`src/rtl/evtmon_pkg.sv`:
```
package evtmon_pkg;

    typedef enum logic [1:0] {
        CTX_USER = 2'd0,
        CTX_SUPV = 2'd1,
        CTX_HYPV = 2'd2,
        CTX_NONE = 2'd3
    } ctx_e;

    typedef enum logic [1:0] {
        ADDR_CTL = 2'd0,
        ADDR_CNT = 2'd1,
        ADDR_STS = 2'd2,
        ADDR_RSV = 2'd3
    } addr_e;

    localparam logic [11:0] IDLE_CODE_DEF = 12'h220;

    localparam int EN_HYPV_BIT = 3;
    localparam int EN_USER_BIT = 4;
    localparam int EN_SUPV_BIT = 5;

endpackage

```
`src/rtl/evtmon_ctx_gate.sv`:
```
module evtmon_ctx_gate
    import evtmon_pkg::*;
(
    input  ctx_e ctx_i,
    input  logic en_user_i,
    input  logic en_supv_i,
    input  logic en_hypv_i,
    output logic count_ok_o
);

    always_comb begin
        unique case (ctx_i)
            CTX_USER: count_ok_o = en_user_i;
            CTX_SUPV: count_ok_o = en_supv_i;
            CTX_HYPV: count_ok_o = en_hypv_i;
            default:  count_ok_o = 1'b0;
        endcase
    end

endmodule

```
`src/rtl/evtmon_lane.sv`:
```
module evtmon_lane #(
    parameter int          CNT_W     = 32,
    parameter int          EVT_W     = 12,
    parameter int          N_EVT     = 16,
    parameter logic [11:0] IDLE_CODE = 12'h220
) (
    input  logic             clk,
    input  logic             rst_n,
    input  logic [N_EVT-1:0] evt_i,
    input  logic [EVT_W-1:0] code_i,
    input  logic             en_i,
    input  logic             wr_i,
    input  logic [CNT_W-1:0] wr_val_i,
    output logic [CNT_W-1:0] cnt_o,
    output logic             wrap_o
);

    localparam int               SEL_W   = $clog2(N_EVT);
    localparam logic [EVT_W-1:0] N_EVT_C = EVT_W'(N_EVT);
    localparam logic [EVT_W-1:0] IDLE_C  = EVT_W'(IDLE_CODE);

    typedef struct packed {
        logic [CNT_W-1:0] cnt;
    } lane_st_t;

    lane_st_t st_d, st_q;
    logic     hit;

    always_comb begin
        st_d   = st_q;
        wrap_o = 1'b0;
        hit    = en_i && (code_i != IDLE_C) && (code_i < N_EVT_C)
                 && evt_i[code_i[SEL_W-1:0]];
        if (wr_i) begin
            st_d.cnt = wr_val_i;
        end else if (hit) begin
            st_d.cnt = st_q.cnt + 1'b1;
            wrap_o   = (st_q.cnt == '1);
        end
    end

    always_ff @(posedge clk or negedge rst_n) begin
        if (!rst_n) st_q <= '0;
        else        st_q <= st_d;
    end

    assign cnt_o = st_q.cnt;


    wrap_zero_chk: assert property (@(posedge clk) disable iff (!rst_n)
        wrap_o |=> (cnt_o == '0));


    wr_wins_chk: assert property (@(posedge clk) disable iff (!rst_n)
        wr_i |=> (cnt_o == $past(wr_val_i)));


    idle_hold_chk: assert property (@(posedge clk) disable iff (!rst_n)
        (code_i == IDLE_C && !wr_i) |=> $stable(cnt_o));

endmodule

```
`src/rtl/evtmon_top.sv`:
```
module evtmon_top
    import evtmon_pkg::*;
#(
    parameter int          CNT_W     = 32,
    parameter int          EVT_W     = 12,
    parameter int          N_EVT     = 16,
    parameter int          LO_SHIFT  = 6,
    parameter int          UP_SHIFT  = 19,
    parameter logic [11:0] IDLE_CODE = IDLE_CODE_DEF
) (
    input  logic               clk,
    input  logic               rst_n,
    input  logic [N_EVT-1:0]   evt_i,
    input  logic [1:0]         ctx_i,
    input  logic [1:0]         reg_addr_i,
    input  logic               wr_en_i,
    input  logic [2*CNT_W-1:0] wr_data_i,
    output logic [2*CNT_W-1:0] rd_data_o,
    output logic               irq_o
);

    localparam int REG_W  = 2*CNT_W;
    localparam int CTL_W  = UP_SHIFT + EVT_W;
    localparam int N_LANE = 2;

    typedef struct packed {
        logic [CTL_W-1:0]  ctl;
        logic [N_LANE-1:0] sts;
    } top_st_t;

    top_st_t           st_d, st_q;
    logic [N_LANE-1:0] wrap;
    logic [REG_W-1:0]  cnt_all;
    logic              count_ok;
    logic              wr_ctl, wr_cnt, wr_sts;
    addr_e             addr;

    assign addr   = addr_e'(reg_addr_i);
    assign wr_ctl = wr_en_i && (addr == ADDR_CTL);
    assign wr_cnt = wr_en_i && (addr == ADDR_CNT);
    assign wr_sts = wr_en_i && (addr == ADDR_STS);

    evtmon_ctx_gate u_gate (
        .ctx_i      (ctx_e'(ctx_i)),
        .en_user_i  (st_q.ctl[EN_USER_BIT]),
        .en_supv_i  (st_q.ctl[EN_SUPV_BIT]),
        .en_hypv_i  (st_q.ctl[EN_HYPV_BIT]),
        .count_ok_o (count_ok)
    );

    for (genvar g = 0; g < N_LANE; g++) begin : g_lane
        localparam int SH = (g == 0) ? LO_SHIFT : UP_SHIFT;
        evtmon_lane #(
            .CNT_W     (CNT_W),
            .EVT_W     (EVT_W),
            .N_EVT     (N_EVT),
            .IDLE_CODE (IDLE_CODE)
        ) u_lane (
            .clk      (clk),
            .rst_n    (rst_n),
            .evt_i    (evt_i),
            .code_i   (st_q.ctl[SH +: EVT_W]),
            .en_i     (count_ok),
            .wr_i     (wr_cnt),
            .wr_val_i (wr_data_i[g*CNT_W +: CNT_W]),
            .cnt_o    (cnt_all[g*CNT_W +: CNT_W]),
            .wrap_o   (wrap[g])
        );
    end

    always_comb begin
        st_d = st_q;
        if (wr_ctl) st_d.ctl = wr_data_i[CTL_W-1:0];
        if (wr_sts) st_d.sts = st_q.sts & ~wr_data_i[N_LANE-1:0];
        st_d.sts = st_d.sts | wrap;
    end

    always_ff @(posedge clk or negedge rst_n) begin
        if (!rst_n) st_q <= '0;
        else        st_q <= st_d;
    end

    always_comb begin
        unique case (addr)
            ADDR_CTL: rd_data_o = {{(REG_W-CTL_W){1'b0}}, st_q.ctl};
            ADDR_CNT: rd_data_o = cnt_all;
            ADDR_STS: rd_data_o = {{(REG_W-N_LANE){1'b0}}, st_q.sts};
            default:  rd_data_o = '0;
        endcase
    end

    assign irq_o = |(st_q.sts & st_q.ctl[N_LANE-1:0]);


    no_ctx_hold_chk: assert property (@(posedge clk) disable iff (!rst_n)
        (ctx_i == CTX_NONE && !wr_cnt) |=> $stable(cnt_all));


    all_off_hold_chk: assert property (@(posedge clk) disable iff (!rst_n)
        (st_q.ctl[EN_SUPV_BIT:EN_HYPV_BIT] == 3'b000 && !wr_cnt) |=> $stable(cnt_all));


    irq_mask_chk: assert property (@(posedge clk) disable iff (!rst_n)
        (st_q.ctl[N_LANE-1:0] == '0) |-> !irq_o);


    sts_clear_chk: assert property (@(posedge clk) disable iff (!rst_n)
        (wr_sts && wr_data_i[0] && !wrap[0]) |=> (rd_data_o[0] == 1'b0 || addr != ADDR_STS));

endmodule

```
`config.mk`:
```
export PLATFORM = sky130hd
export DESIGN_NAME = evtmon_top
export DESIGN_NICKNAME = d
export VERILOG_FILES = /design/src/rtl/evtmon_pkg.sv /design/src/rtl/evtmon_ctx_gate.sv /design/src/rtl/evtmon_lane.sv /design/src/rtl/evtmon_top.sv
export SDC_FILE = /design/constraint.sdc
export NUM_CORES = 1
export LEC_CHECK = 0
export BUFFER_PORTS_ARGS = -buffer_cell sky130_fd_sc_hd__buf_4
export CORE_UTILIZATION = 54
export DETAILED_ROUTE_END_ITERATION = 7
export GPL_ROUTABILITY_DRIVEN = 1
export PLACE_DENSITY_LB_ADDON = 0.1
export REMOVE_ABC_BUFFERS = 1
export SYNTH_ARGS = -nofsm -noshare
export SYNTH_HDL_FRONTEND = slang
export SYNTH_SLANG_ARGS = --single-unit
export TNS_END_PERCENT = 30
```
`constraint.sdc`:
```
create_clock -name clk -period 2.5 [get_ports clk]
set_input_delay 0.375 -clock clk [delete_from_list [all_inputs] [get_ports clk]]
set_output_delay 0.375 -clock clk [all_outputs]
set_load 0.005 [all_outputs]
```
# Word level (Yosys, flattened, before mapping)
# Index checks and enable logic that the tools add are counted.
classes:
  add_sub_neg: 2
  n_mul: 0
  div_mod_pow: 0
  magnitude_cmp: 4
  eq_ne: 8
  shifts: 0
  n_mux: 15
  bitwise: 4
  n_reduce_logical: 14
op_table:
  columns: ["operator", "n"]
  rows:
  - ["one-hot mux 64 bit (3 select lines)", 1]
  - ["two-way mux 32 bit", 4]
  - ["adder 32 x 1 -> 32 bit, second input constant", 2]
  - ["== test 32 bit, second input constant", 2]
  - ["< comparator 12 x 5 -> 1 bit, second input constant", 2]
  - ["inequality test 12 x 10 -> 1 bit, second input constant", 2]
  - ["< comparator 4 x 5 -> 1 bit, second input constant", 2]
  - ["logical AND 1 bit", 9]
  - ["binary-select mux 1 bit (select 4 bit)", 2]
  - ["two-way mux 1 bit", 6]
  - ["bitwise AND 2 bit", 2]
  - ["== test 2 x 1 -> 1 bit, second input constant", 2]
  - ["== test 2 bit, second input constant", 2]
  - ["logical NOT 2 bit", 2]
  - ["nonzero test 2 bit", 2]
  - ["one-hot mux 1 bit (3 select lines)", 1]
  - ["two-way mux 2 bit", 1]
  - ["inverter 2 bit", 1]
  - ["OR 2 bit", 1]
  - ["OR reduction 2 bit", 1]
word_totals:
  ff_bits: 97
  latchBits: 0
  mem_bits_rw: 0
  rom_bits: 0
  in_bits: 87
  out_inout_bits: 65
  word_cells: 51
  n_memories: 0

# Logic depth before layout (Yosys ltp)
logic_depth:
  depth_word: 8
  depth_mapped: 9
  depth_no_buf: 7

# Hierarchy
# Synthesis repeated with hierarchy kept, for this count alone.
unflattened:
  cells_unflattened: 713
  area_unflattened_um2: 6671.4
by_module_without_submodules:
  columns: ["mod", "n_inst", "cells_each", "area_each_um2", "seq_area_each_um2"]
  rows:
  - ["evtmon_lane", 2, 264, 2332.2, 800.8]
  - ["evtmon_top", 1, 182, 1984.4, 825.8]
  - ["evtmon_ctx_gate", 1, 3, 22.5, 0.0]

# Least setup slack after synthesis
# OpenSTA, ideal clock, no wires.
synth_path:
  path_type: "register -> register"
  startpoint: "reg st_q[23] (netlist name)"
  endpoint: "reg g_lane[1].u_lane.st_q (netlist bit g_lane[1].u_lane.cnt_o[27])"
  setup_ns: 0.077
  arrival_ns: 2.187
  required_ns: 2.423
  slack_ns: 0.235
  stages_incl_launch_ff: 8
  n_path_buf: 1
  synth_period_minus_slack_ns: 2.265
  path_cell_list: "dfrtp_1 -> buf_6 -> mux2i_1 -> mux4_2 -> a211o_1 -> or4_1 -> xor2_1 -> a21oi_1"
synth_between:
  elab_chain_len: 5
  elab_cells_between_ends: 8
  classes_between: "1 x order compare; 1 x eq/ne; 2 x mux; 4 x reduce/logical"
synth_rtl:
  columns: ["item", "line", "text"]
  rows:
  - ["start: declaration", "evtmon_top.sv:31", "top_st_t st_d, st_q;"]
  - ["start signal: assignment", "evtmon_top.sv:80", "else st_q <= st_d;"]
  - ["branches (longest 3 deep; another with < comparator 12 x 5 -> 1 bit)", null, null]
  - ["logical AND 1 bit (*)", "evtmon_lane.sv:33", "&& evt_i[code_i[SEL_W-1:0]];"]
  - ["nonzero test 2 bit (no line) (*)", null, null]
  - ["end signal: assignment", "evtmon_lane.sv:44", "else st_q <= st_d;"]
  - ["end: declaration", "evtmon_lane.sv:26", "lane_st_t st_d, st_q;"]
# Mark *: on every way between the ends. The select of a mux whose other input is x is not followed.
# A chain may end at the register's enable or synchronous reset.

# Final worst setup path
layout_path:
  startpoint: "reg st_q[23] (netlist name)"
  endpoint: "reg g_lane[1].u_lane.st_q (netlist bit g_lane[1].u_lane.cnt_o[28])"
# Same word-level chain as after synthesis.

==> flow_summary.rst <==
.. list-table::
   :header-rows: 1

   * - Metric
     - Value
   * - Outcome
     - finished, final reports clean
   * - Data required time of the critical path
     - between 2000 and 3000 ps
   * - Half-perimeter wire length after detailed placement
     - roughly 12000 um
   * - Hold Vio Cnt, Final
     - 0
   * - Iteration-0 DRC count of the detailed router
     - 332
   * - Number of buffers inserted during clock tree synthesis
     - 9
   * - Die height
     - approximately 110 um
   * - Count of buffers from port buffering
     - approximately 150
   * - Clock-pin slew on the worst setup and hold paths
     - 70 ps
   * - Pwr dens
     - between 600 and 700 nW/um^2
   * - Synth top cells by count
     - 97 x sky130_fd_sc_hd__dfrtp_1, 68 x sky130_fd_sc_hd__nand2_1, 68 x sky130_fd_sc_hd__nor2_1, 48 x sky130_fd_sc_hd__xnor2_1, 40 x sky130_fd_sc_hd__mux2i_1
   * - Leftover overflow at the end of global routing
     - 0
   * - Achievable Freq
     - roughly 410 MHz
   * - Cell taking the most area after synthesis
     - sky130_fd_sc_hd__dfrtp_1
   * - Dominant cell by count in the synthesized netlist
     - sky130_fd_sc_hd__dfrtp_1
   * - Die area
     - ~12000 um^2
   * - Initial Utilization
     - 0.562
   * - Post-Syn Area
     - just over 6000 um^2
   * - Number of antenna cells inserted
     - 0
   * - Vias per Instance
     - approximately 6
   * - Count of nets left with antenna violations after detail routing
     - 0
   * - Number of vias after detailed routing
     - between 5000 and 6000
   * - Detailed Route WL
     - about 17000 um
   * - Int Pwr
     - about 3300 uW
   * - Actual transition at the worst max-transition pin
     - approximately 670 ps
   * - Worst hold slack
     - 50.8 ps
   * - Number of detailed-routing iterations run before antenna repair
     - 4
   * - Remaining DRCs
     - 0
   * - Clock network fraction of design power
     - 0.274
   * - Clock root buffer
     - sky130_fd_sc_hd__clkbuf_16
   * - Routed length per instance
     - approximately 17 um
   * - Final weighted congestion of routability-driven global placement
     - 0.893
   * - Synthesized flop and latch total
     - 97
   * - Most used DFF post-synth
     - sky130_fd_sc_hd__dfrtp_1
   * - Final setup fails
     - 0
   * - Placement row count
     - 38
   * - Post-layout min period
     - roughly 2400 ps
   * - Total number of nets in the final design
     - 922
   * - Nature of the critical path startpoint
     - flip-flop
   * - Final max-slew violation count
     - 0
   * - Cells taking the most area after synthesis
     - sky130_fd_sc_hd__dfrtp_1 39%, sky130_fd_sc_hd__xnor2_1 6.8%, sky130_fd_sc_hd__mux2i_1 6.5%
   * - RSZ-0062 raised after global routing
     - true
   * - Overall Global Routing Usage
     - 0.289
   * - Cell leakage power
     - between 0.003 and 0.004 uW
   * - Post-route cell area
     - approximately 7900 um^2
   * - Yosys warns
     - 0
   * - Deepest level of the CTS H-tree
     - 3
   * - Area delta synth->final
     - 27.5%
   * - VDD IR-drop max
     - ~460 uV
   * - Maximum clock path buffer count
     - 2
   * - Total I/O pin count
     - ~150
   * - Register-to-register path setup slack
     - around 63 ps
   * - Unique cell type count in the Yosys netlist
     - 60
   * - TritonCTS clock tree
     - yes
   * - Switching portion of total power
     - 0.316
   * - Final worst slack
     - 63.3 ps
   * - Number of flops mapped to enable cells by yosys
     - 0
   * - First-pass GRT wire length
     - ~26000 um
   * - Max_slew headroom
     - 0.555
   * - Largest net degree at the start of global routing
     - 49
   * - Type of element capturing the critical path
     - flip-flop
   * - Data arrival time of the worst path
     - approximately 2700 ps
   * - Skew final
     - between 4 and 5 ps
   * - Number of antenna violations at the first check in global routing
     - 0
   * - Syn Inst Count
     - 682
   * - Horizontal die dimension
     - approximately 110 um
   * - Combinational power share
     - 0.272
   * - Syn_area_per_cell
     - between 9 and 10 um^2
   * - Top fanout value on the critical path
     - 11
   * - Post-Place Cell Area
     - ~7600 um^2
   * - Finished Core Util
     - 0.717
   * - CP Class
     - flip-flop to flip-flop
   * - Core Area
     - 11000 um^2
   * - Switching power summed over all nets
     - ~1500 uW
   * - Class of the tightest hold or removal check
     - input port to asynchronous set/reset pin
   * - Share of the yosys chip area belonging to registers
     - 0.391
   * - Sequential Power Share
     - 0.454
   * - Clock latency of the later-clocked register in the worst-skew pair
     - 350 ps
   * - Vias in the first global route
     - 5366
   * - Top-area cell type share of the netlist area
     - 0.391
   * - Max-cap check violation count
     - 0
   * - Share of flip-flops with an asynchronous set or reset after synthesis
     - 1.00
   * - Layout cells sized above 1
     - 0.319
   * - Placement Setup Slack
     - -90.5 ps
   * - Final period utilization
     - 0.975
   * - Clock sinks
     - 97
## final cells by class
type                       instances  area, um^2
sequential                        97        2430
clock inverter                     3        15.0
tap                              140         175
fill                             861        3120
multi-input combinational        532        3580
timing repair buffer             187        1430
inverter                           6        22.5
clock buffer                      13         260
## worst max-delay path: stages (launching register included)
cell	delay, ps
sky130_fd_sc_hd__dfrtp_1	460
sky130_fd_sc_hd__mux2i_1	150
sky130_fd_sc_hd__mux4_2	520
sky130_fd_sc_hd__a211oi_4	300
sky130_fd_sc_hd__nand4_1	160
sky130_fd_sc_hd__buf_4	200
sky130_fd_sc_hd__or4_1	400
sky130_fd_sc_hd__a31oi_1	170
## cell usage in the layout (no fill, tap or decap), drive strengths merged, types with 8 or more instances in the layout
| cell type | n |
|---|---|
| a31oi | 8 |
| nor2 | 69 |
| dfrtp | 97 |
| xnor2 | 48 |
| and3 | 10 |
| nor3 | 24 |
| nand2 | 68 |
| mux2 | 35 |
| nor4 | 27 |
| clkbuf | 13 |
| buf | 187 |
| nand4 | 14 |
| a21oi | 21 |
| mux2i | 40 |
| nand3 | 33 |
| and2 | 35 |
| o21ai | 43 |
## logic make-up after synthesis
| family | after synthesis | synth area share |
|---|---|---|
| and+or+nand+nor | 310 | 0.264 |
| DFF | 97 | 0.391 |
| AOI/OAI and AO/OA | 89 | 0.0831 |
| muxes | 79 | 0.143 |
| buffers and inverters | 53 | 0.0410 |
| xor gates and xnor gates | 52 | 0.0734 |
| adders and majority gates | 2 | 0.00403 |
## state kept, by name, summed over array words and instances, names as in the netlist
name,count
st_q,33
g_lane.u_lane.cnt_o,64
## final timing paths
path,from,cells after the start,to
min in group clk,wr_data_i[55],3,g_lane[1].u_lane.cnt_o[23]
hold / removal,rst_n,1,g_lane[0].u_lane.cnt_o[26]
setup / recovery,st_q[23],7,g_lane[1].u_lane.cnt_o[28]
max in group asynchronous,rst_n,2,st_q[2]
hold reg to reg,st_q[4],1,st_q[4]
setup reg to reg,st_q[23],7,g_lane[1].u_lane.cnt_o[28]
## metal layers
metal	part of all wire	global-route usage
met1	0.43	0.368
met2	0.50	0.496
met3	0.048	0.0395
met4	0.021	0.115
met5	0	0
## power by group through the flow
stage | Clock, uW | Sequential (uW) | Combinational, uW
finish | 1320 | 2180 | 1300
detailed placement | 0 | 2190 | 1290
global placement | 0 | 2170 | 1260
global route | 1380 | 2220 | 1420
floorplan | 0 | 2100 | 698
CTS | 1330 | 2160 | 1300
## repair_timing
item	CTS	global route
resized for setup	1	7
pin swaps	1	1
buffers inserted	0	1
endpoints found under the setup margin	13	15
hold buffers	0	0
## stage by stage
step / std cells / power (uW) / setup TNS [ps]
detailed placement: 961 / 3480 / -392
finish: 978 / 4790 / 0
global placement: 961 / 3430 / -330
CTS: 977 / 4800 / 0
floorplan: 635 / 2800 / -22340
global route: 978 / 5030 / -19.1
Power figures use the tool's default switching activity.
